==> config.mk <==
export PLATFORM = sky130hd
export DESIGN_NAME = dsm_dac_modulator
export DESIGN_NICKNAME = d
export VERILOG_FILES = /design/src/rtl/dsm_pkg.sv /design/src/rtl/dsm_delta.sv /design/src/rtl/dsm_sigma.sv /design/src/rtl/dsm_pulse_ff.sv /design/src/rtl/dsm_dac_modulator.sv
export SDC_FILE = /design/constraint.sdc
export NUM_CORES = 1
export LEC_CHECK = 0
export BUFFER_PORTS_ARGS = -buffer_cell sky130_fd_sc_hd__buf_2
export CAP_MARGIN = 20
export CORE_AREA = 8 8 51 53
export DETAILED_ROUTE_END_ITERATION = 7
export DIE_AREA = 0 0 59 61
export GPL_TIMING_DRIVEN = 0
export MAX_ROUTING_LAYER = met4
export PLACE_DENSITY_LB_ADDON = 0.12
export RECOVER_POWER = 50
export SLEW_MARGIN = 20
export SYNTH_ARGS = -nofsm -noshare
export SYNTH_HDL_FRONTEND = slang
export SYNTH_HIERARCHICAL = 1
export SYNTH_SLANG_ARGS = --single-unit
==> constraint.sdc <==
create_clock -name clk -period 2.5 [get_ports clk]
set_input_delay 0 -clock clk [delete_from_list [all_inputs] [get_ports clk]]
set_output_delay 0 -clock clk [all_outputs]
set_load 0.01 [all_outputs]
==> src/rtl/dsm_pkg.sv <==
package dsm_pkg;

    // Default input width of the modulator.
    localparam int unsigned DSM_LEVEL_W_DEF = 9;

    // Number of guard bits the accumulator carries above the level.
    localparam int unsigned DSM_GUARD_W = 2;

    // Role of the accumulator's top bit in the feedback path.
    typedef enum logic {
        FB_ADD_LEVEL = 1'b0,
        FB_SUB_SCALE = 1'b1
    } dsm_fb_e;

    // Decode the top accumulator bit into a feedback mode.
    function automatic dsm_fb_e dsm_fb_mode(input logic top_bit);
        return top_bit ? FB_SUB_SCALE : FB_ADD_LEVEL;
    endfunction

endpackage

==> src/rtl/dsm_delta.sv <==
module dsm_delta
    import dsm_pkg::*;
#(
    parameter int unsigned N = DSM_LEVEL_W_DEF,
    localparam int unsigned W = N + DSM_GUARD_W
) (
    input  logic [N-1:0] level,
    input  dsm_fb_e      fb_mode,
    output logic [W-1:0] delta
);

    // Guard bits copy the feedback sign; no carry chain is needed.
    logic [DSM_GUARD_W-1:0] guard;

    always_comb begin
        guard = {DSM_GUARD_W{fb_mode == FB_SUB_SCALE}};
        delta = {guard, level};
    end

endmodule

==> src/rtl/dsm_sigma.sv <==
module dsm_sigma
    import dsm_pkg::*;
#(
    parameter int unsigned N = DSM_LEVEL_W_DEF,
    localparam int unsigned W = N + DSM_GUARD_W
) (
    input  logic         clk,
    input  logic         rst,
    input  logic [W-1:0] delta,
    output logic [W-1:0] acc
);

    // The state that a zero level holds: 01 followed by N zeros.
    localparam logic [W-1:0] ACC_RST = {2'b01, {N{1'b0}}};

    always_ff @(posedge clk) begin
        if (rst) begin
            acc <= ACC_RST;
        end else begin
            acc <= acc + delta;
        end
    end

endmodule

==> src/rtl/dsm_pulse_ff.sv <==
module dsm_pulse_ff (
    input  logic clk,
    input  logic rst,
    input  logic top_bit,
    output logic pulse
);

    always_ff @(posedge clk) begin
        if (rst) begin
            pulse <= 1'b0;
        end else begin
            pulse <= top_bit;
        end
    end

endmodule

==> src/rtl/dsm_dac_modulator.sv <==
module dsm_dac_modulator
    import dsm_pkg::*;
#(
    parameter int unsigned N = DSM_LEVEL_W_DEF
) (
    input  logic         clk,
    input  logic         rst,
    input  logic [N-1:0] level,
    output logic         pulse
);

    localparam int unsigned W = N + DSM_GUARD_W;

    logic [W-1:0] acc_q;
    logic [W-1:0] delta;
    dsm_fb_e      fb_mode;

    assign fb_mode = dsm_fb_mode(acc_q[W-1]);

    dsm_delta #(.N(N)) u_delta (
        .level   (level),
        .fb_mode (fb_mode),
        .delta   (delta)
    );

    dsm_sigma #(.N(N)) u_sigma (
        .clk   (clk),
        .rst   (rst),
        .delta (delta),
        .acc   (acc_q)
    );

    dsm_pulse_ff u_pulse (
        .clk     (clk),
        .rst     (rst),
        .top_bit (acc_q[W-1]),
        .pulse   (pulse)
    );

endmodule

# ---- Yosys cells after proc, flatten, opt, wreduce, memory -nomap -nowiden
# Index checks and enable logic that the tools add are counted.
dict set report word_totals {
  regBits 12
  in_bits 11
  output_inout_bits 1
}
dict set report classes {
  n_addsub 1
  mux 1
}
# op n
set ops {}
lappend ops {{adder 11 bit} 1}
lappend ops {{two-way mux 1 bit} 1}

# ---- Logic depth before layout (Yosys ltp)
dict set report logic_depth {
  depth_word 2
  depth_mapped 9
  depth_no_buf 8
}

# ---- Hierarchy
# The synthesis kept the hierarchy.
# mod instances cells_per_inst area_each_um2 seq_area_each_um2
set by_module_without_submodules {}
lappend by_module_without_submodules {dsm_sigma 1 79 726.9 220.2}
lappend by_module_without_submodules {dsm_delta 1 11 82.6 0.0}
lappend by_module_without_submodules {dsm_pulse_ff 1 2 33.8 20.0}

# ---- Least setup slack after synthesis
# OpenSTA, ideal clock, no wires.
dict set report synth_timing {
  kind {reg-to-reg}
  startpoint {register u_sigma.acc[0]}
  endpoint {register u_sigma.acc[8]}
  arrival_ns 1.791
  path_slack_ns 0.586
  stages_incl_launch_ff 9
  path_buffers 0
  synth_period_minus_slack_ns 1.914
  path_cell_list {dfxtp_1 ha_1 inv_1 fa_1 nand2b_1 a21o_1 and2_4 o21ai_2 mux2_1}
}
dict set report synth_via {
  elab_chain_cells 1
}
# element line
set synth_lines {}
lappend synth_lines {{start: declaration} dsm_sigma.sv:10} ;# output logic [W-1:0] acc
lappend synth_lines {{start signal: assignment} dsm_sigma.sv:20} ;# acc <= acc + delta;
lappend synth_lines {{adder 11 bit} dsm_sigma.sv:20}
# Every way passes these cells.
# A chain may end at the register's enable or synchronous reset.

# ---- Final worst setup path
# Ends and elaborated chain as after synthesis.

==> key figures <==
Outcome
  – Status: completed

Timing
  – Crit share post-route: 83.0%
  – Max-slew violation count: 0
  – Setup violations, final: 0
  – Min Tclk post-route: 2.08 ns
  – Slew headroom: between 60% and 70%
  – Final Skew: approximately 0.0078 ns
  – Slew of the pin with the lowest slew margin: 0.470 ns
  – Hold Violations, Final: 0
  – Max Freq: 482 MHz
  – Setup TNS: 0 ns
  – RSZ-0062 raised after global routing: no

Setup path
  – Worst r2r dst: u_sigma/acc[8]
  – Arr. time, crit path: 2.24 ns
  – FF-to-FF path depth: 8
  – Worst R2R Setup Slack: 0.42 ns
  – Crit start category: flop
  – Endpoint class of the critical path: flop
  – Crit Reg-Reg Startpoint: u_sigma/acc[0]
  – CP required: 2.66 ns
  – CP Max Fanout: 3
  – Critical path class: reg2reg

Placed design
  – RD Place Congestion: 0.707
  – Placed instance count: 121
  – Placed wire-length estimate: 1.05 mm
  – Buffers added on ports: 2

Synthesis
  – Synth area leader: dfxtp_1
  – Yosys cell types: 30
  – Ys flop type: dfxtp_1
  – Synth warn: 6
  – Top-area cell type share of the netlist area: between 20% and 30%
  – Area contributors post-synth: dfxtp_1, ha_1, buf_4, xor2_1, nor2_1
  – #FFs+latches synth: 12
  – Mean post-synth cell area: 9.17 sq um
  – Post-synth ARST share: 0%
  – Post-synthesis cell count: 92
  – Register area share after synthesis: roughly 28%
  – Mapped Nets: 114
  – Synth Cell Area: 843 sq um
  – Number of synthesized flops with an enable pin: 0

CTS
  – CTS root buf: clkbuf_4
  – CTS tree: yes
  – Worst skew pair latency: 0.27 ns
  – Clock-pin slew on the worst setup and hold paths: 0.09 ns
  – Gates resized, CTS repair: 0
  – CTS hold repair buffers: 1
  – Clock sink count: 12
  – Post-CTS Setup Inserts: 0
  – Bufs on Longest Clock Path: 2
  – H-tree levels: 1
  – Cts bufs inserted: 3

Route
  – Via/cell ratio: 4.78
  – Antenna Nets Post-Route: 0
  – Via count: 602
  – Pre-antenna DRT Iters: 3
  – DR DRC count: 0
  – Iteration-0 DRC Markers: 5
  – Routed WL per cell: 10.6 um
  – Final wirelength: 1.34 mm

Hold path
  – Worst hold endpoint: u_sigma/acc[0]
  – Hold path startpoint: level[0]
  – Hold Path Class: in2reg
  – WHS Path Cells: 3

Die
  – Core area: 1840 sq um
  – Die H: 61 um
  – Starting Density: 45.8%
  – Ports: 12
  – Die Wd: 59 um
  – Site row count: 16
  – Die area: 3600 sq um

Global routing
  – Global-route wire length before repair: roughly 2.3 mm
  – GRT overflow: 0
  – Initial antenna violation count: 0
  – Gr usage total: 8.57%
  – Largest net degree at the start of global routing: 11
  – Vias in the first global route: 557

Power
  – Switching share of total power: 36.3%
  – NetSw: 316 uW
  – Combinational share of power: 50.7%
  – Flop pwr share: 31.2%
  – VDD IR max: 386 uV
  – Pleak: 0.000410 uW
  – Clk pwr share: 18.1%
  – Int Power: 553 uW
  – Power Density: ~940 nW/um^2

Final layout
  – Finished Layout Cells: 126
  – ANT cells: 0
  – Area delta synth->final: 9.79%
  – Share of post-route cells with drive strength above 1: 22.2%
  – Net count, final: 122

Flow run
  – Max Cap Violations: 0
[state kept, by name (all words and copies together), names as in the netlist]
name and count:
u_pulse/pulse 1, u_sigma/acc 11
[synth_stat cells, drive strengths merged, types with 2 or more instances]
library cell  instances
ha                   10
nor2b                 3
nand2                 2
o21a                  2
a21o                  2
a211oi                3
nand2b                5
dfxtp                12
xor2                  7
buf                  11
inv                   3
a21oi                 5
o21ai                 5
nor2                 11
[final cells by class]
cell class | instances | area (sq um)
Inverter | 3 | 11.3
Fill cell | 199 | 916
Timing Repair Buffer | 3 | 17.5
Clock buffer | 4 | 36.3
Buffer | 12 | 86.3
Tap cell | 27 | 33.8
Sequential cell | 12 | 240
Multi-Input combinational cell | 65 | 500
[stage by stage]
step	setup slack, ns	hold slack, ns	power [uW]	instance area [sq um]	util, %
floorplan	0.586	0.0643	657	843	-
global placement	0.441	0.232	717	887	48.2
detailed placement	0.442	0.234	721	887	48.2
CTS	0.403	0.0565	885	933	50.7
global route	0.332	0.111	951	926	50.3
finish	0.425	0.0723	869	926	50.3
[cells by family (layout without fill, tap and decap cells)]
| group | after synthesis | in the layout | synth area share, % |
|---|---|---|---|
| AND/OR/NAND/NOR | 24 | 24 | 14.8 |
| AO/OA/AOI/OAI | 22 | 22 | 19.3 |
| multiplexers | 1 | 1 | 1.34 |
| XOR/XNOR | 7 | 7 | 7.27 |
| flip-flops | 12 | 12 | 28.5 |
| adder cells (fa/ha/maj) | 11 | 11 | 17.2 |
| buffers and inverters | 15 | 22 | 11.6 |
[power groups by stage]
| stage | clock [uW] | sequential, uW | combinational, uW |
|---|---|---|---|
| after floorplan | 0 | 274 | 383 |
| after global placement | 0 | 275 | 442 |
| after detailed placement | 0 | 277 | 444 |
| after CTS | 164 | 272 | 449 |
| after global routing | 172 | 278 | 501 |
| final | 158 | 271 | 440 |
[how the worst max path moves through the flow]
| stage | start | endpoint | depth (start not counted) |
|---|---|---|---|
| final | u_sigma/acc[0] | u_sigma/acc[8] | 8 |
| after global placement | u_sigma/acc[0] | u_sigma/acc[8] | 8 |
| after CTS | u_sigma/acc[0] | u_sigma/acc[8] | 8 |
| after detailed placement | u_sigma/acc[0] | u_sigma/acc[8] | 8 |
| after global routing | u_sigma/acc[0] | u_sigma/acc[8] | 8 |
| after floorplan | u_sigma/acc[0] | u_sigma/acc[8] | 8 |
[layout by cell type (no fill, tap or decap), types with 3 or more instances in the layout]
cell,synthesis,routed
xor2_1,7,7
ha_1,10,10
inv_1,3,3
nor2_1,11,11
buf_4,11,11
clkbuf_4,0,3
clkbuf_1,1,3
a21oi_1,3,3
dfxtp_1,12,12
nand2b_1,5,5
[layer usage]
| layer | up-vias | GRT usage, % | part of all wire, % |
|---|---|---|---|
| li1 | 321 | - | - |
| met1 | 270 | 10.1 | 50 |
| met4 | 0 | 4.10 | 1.0 |
| met5 | - | - | 0 |
| met3 | 2 | 1.91 | 3.4 |
| met2 | 9 | 13.6 | 46 |
[critical path, stage by stage (launching register included)]
cell      delay (ns)
dfxtp_1         0.33
ha_1            0.20
inv_1           0.07
fa_1            0.40
nand2b_1        0.18
a21o_1          0.18
and2_4          0.16
o21ai_2         0.12
mux2_1          0.33
Note: power is estimated with default switching activity, not from simulation.
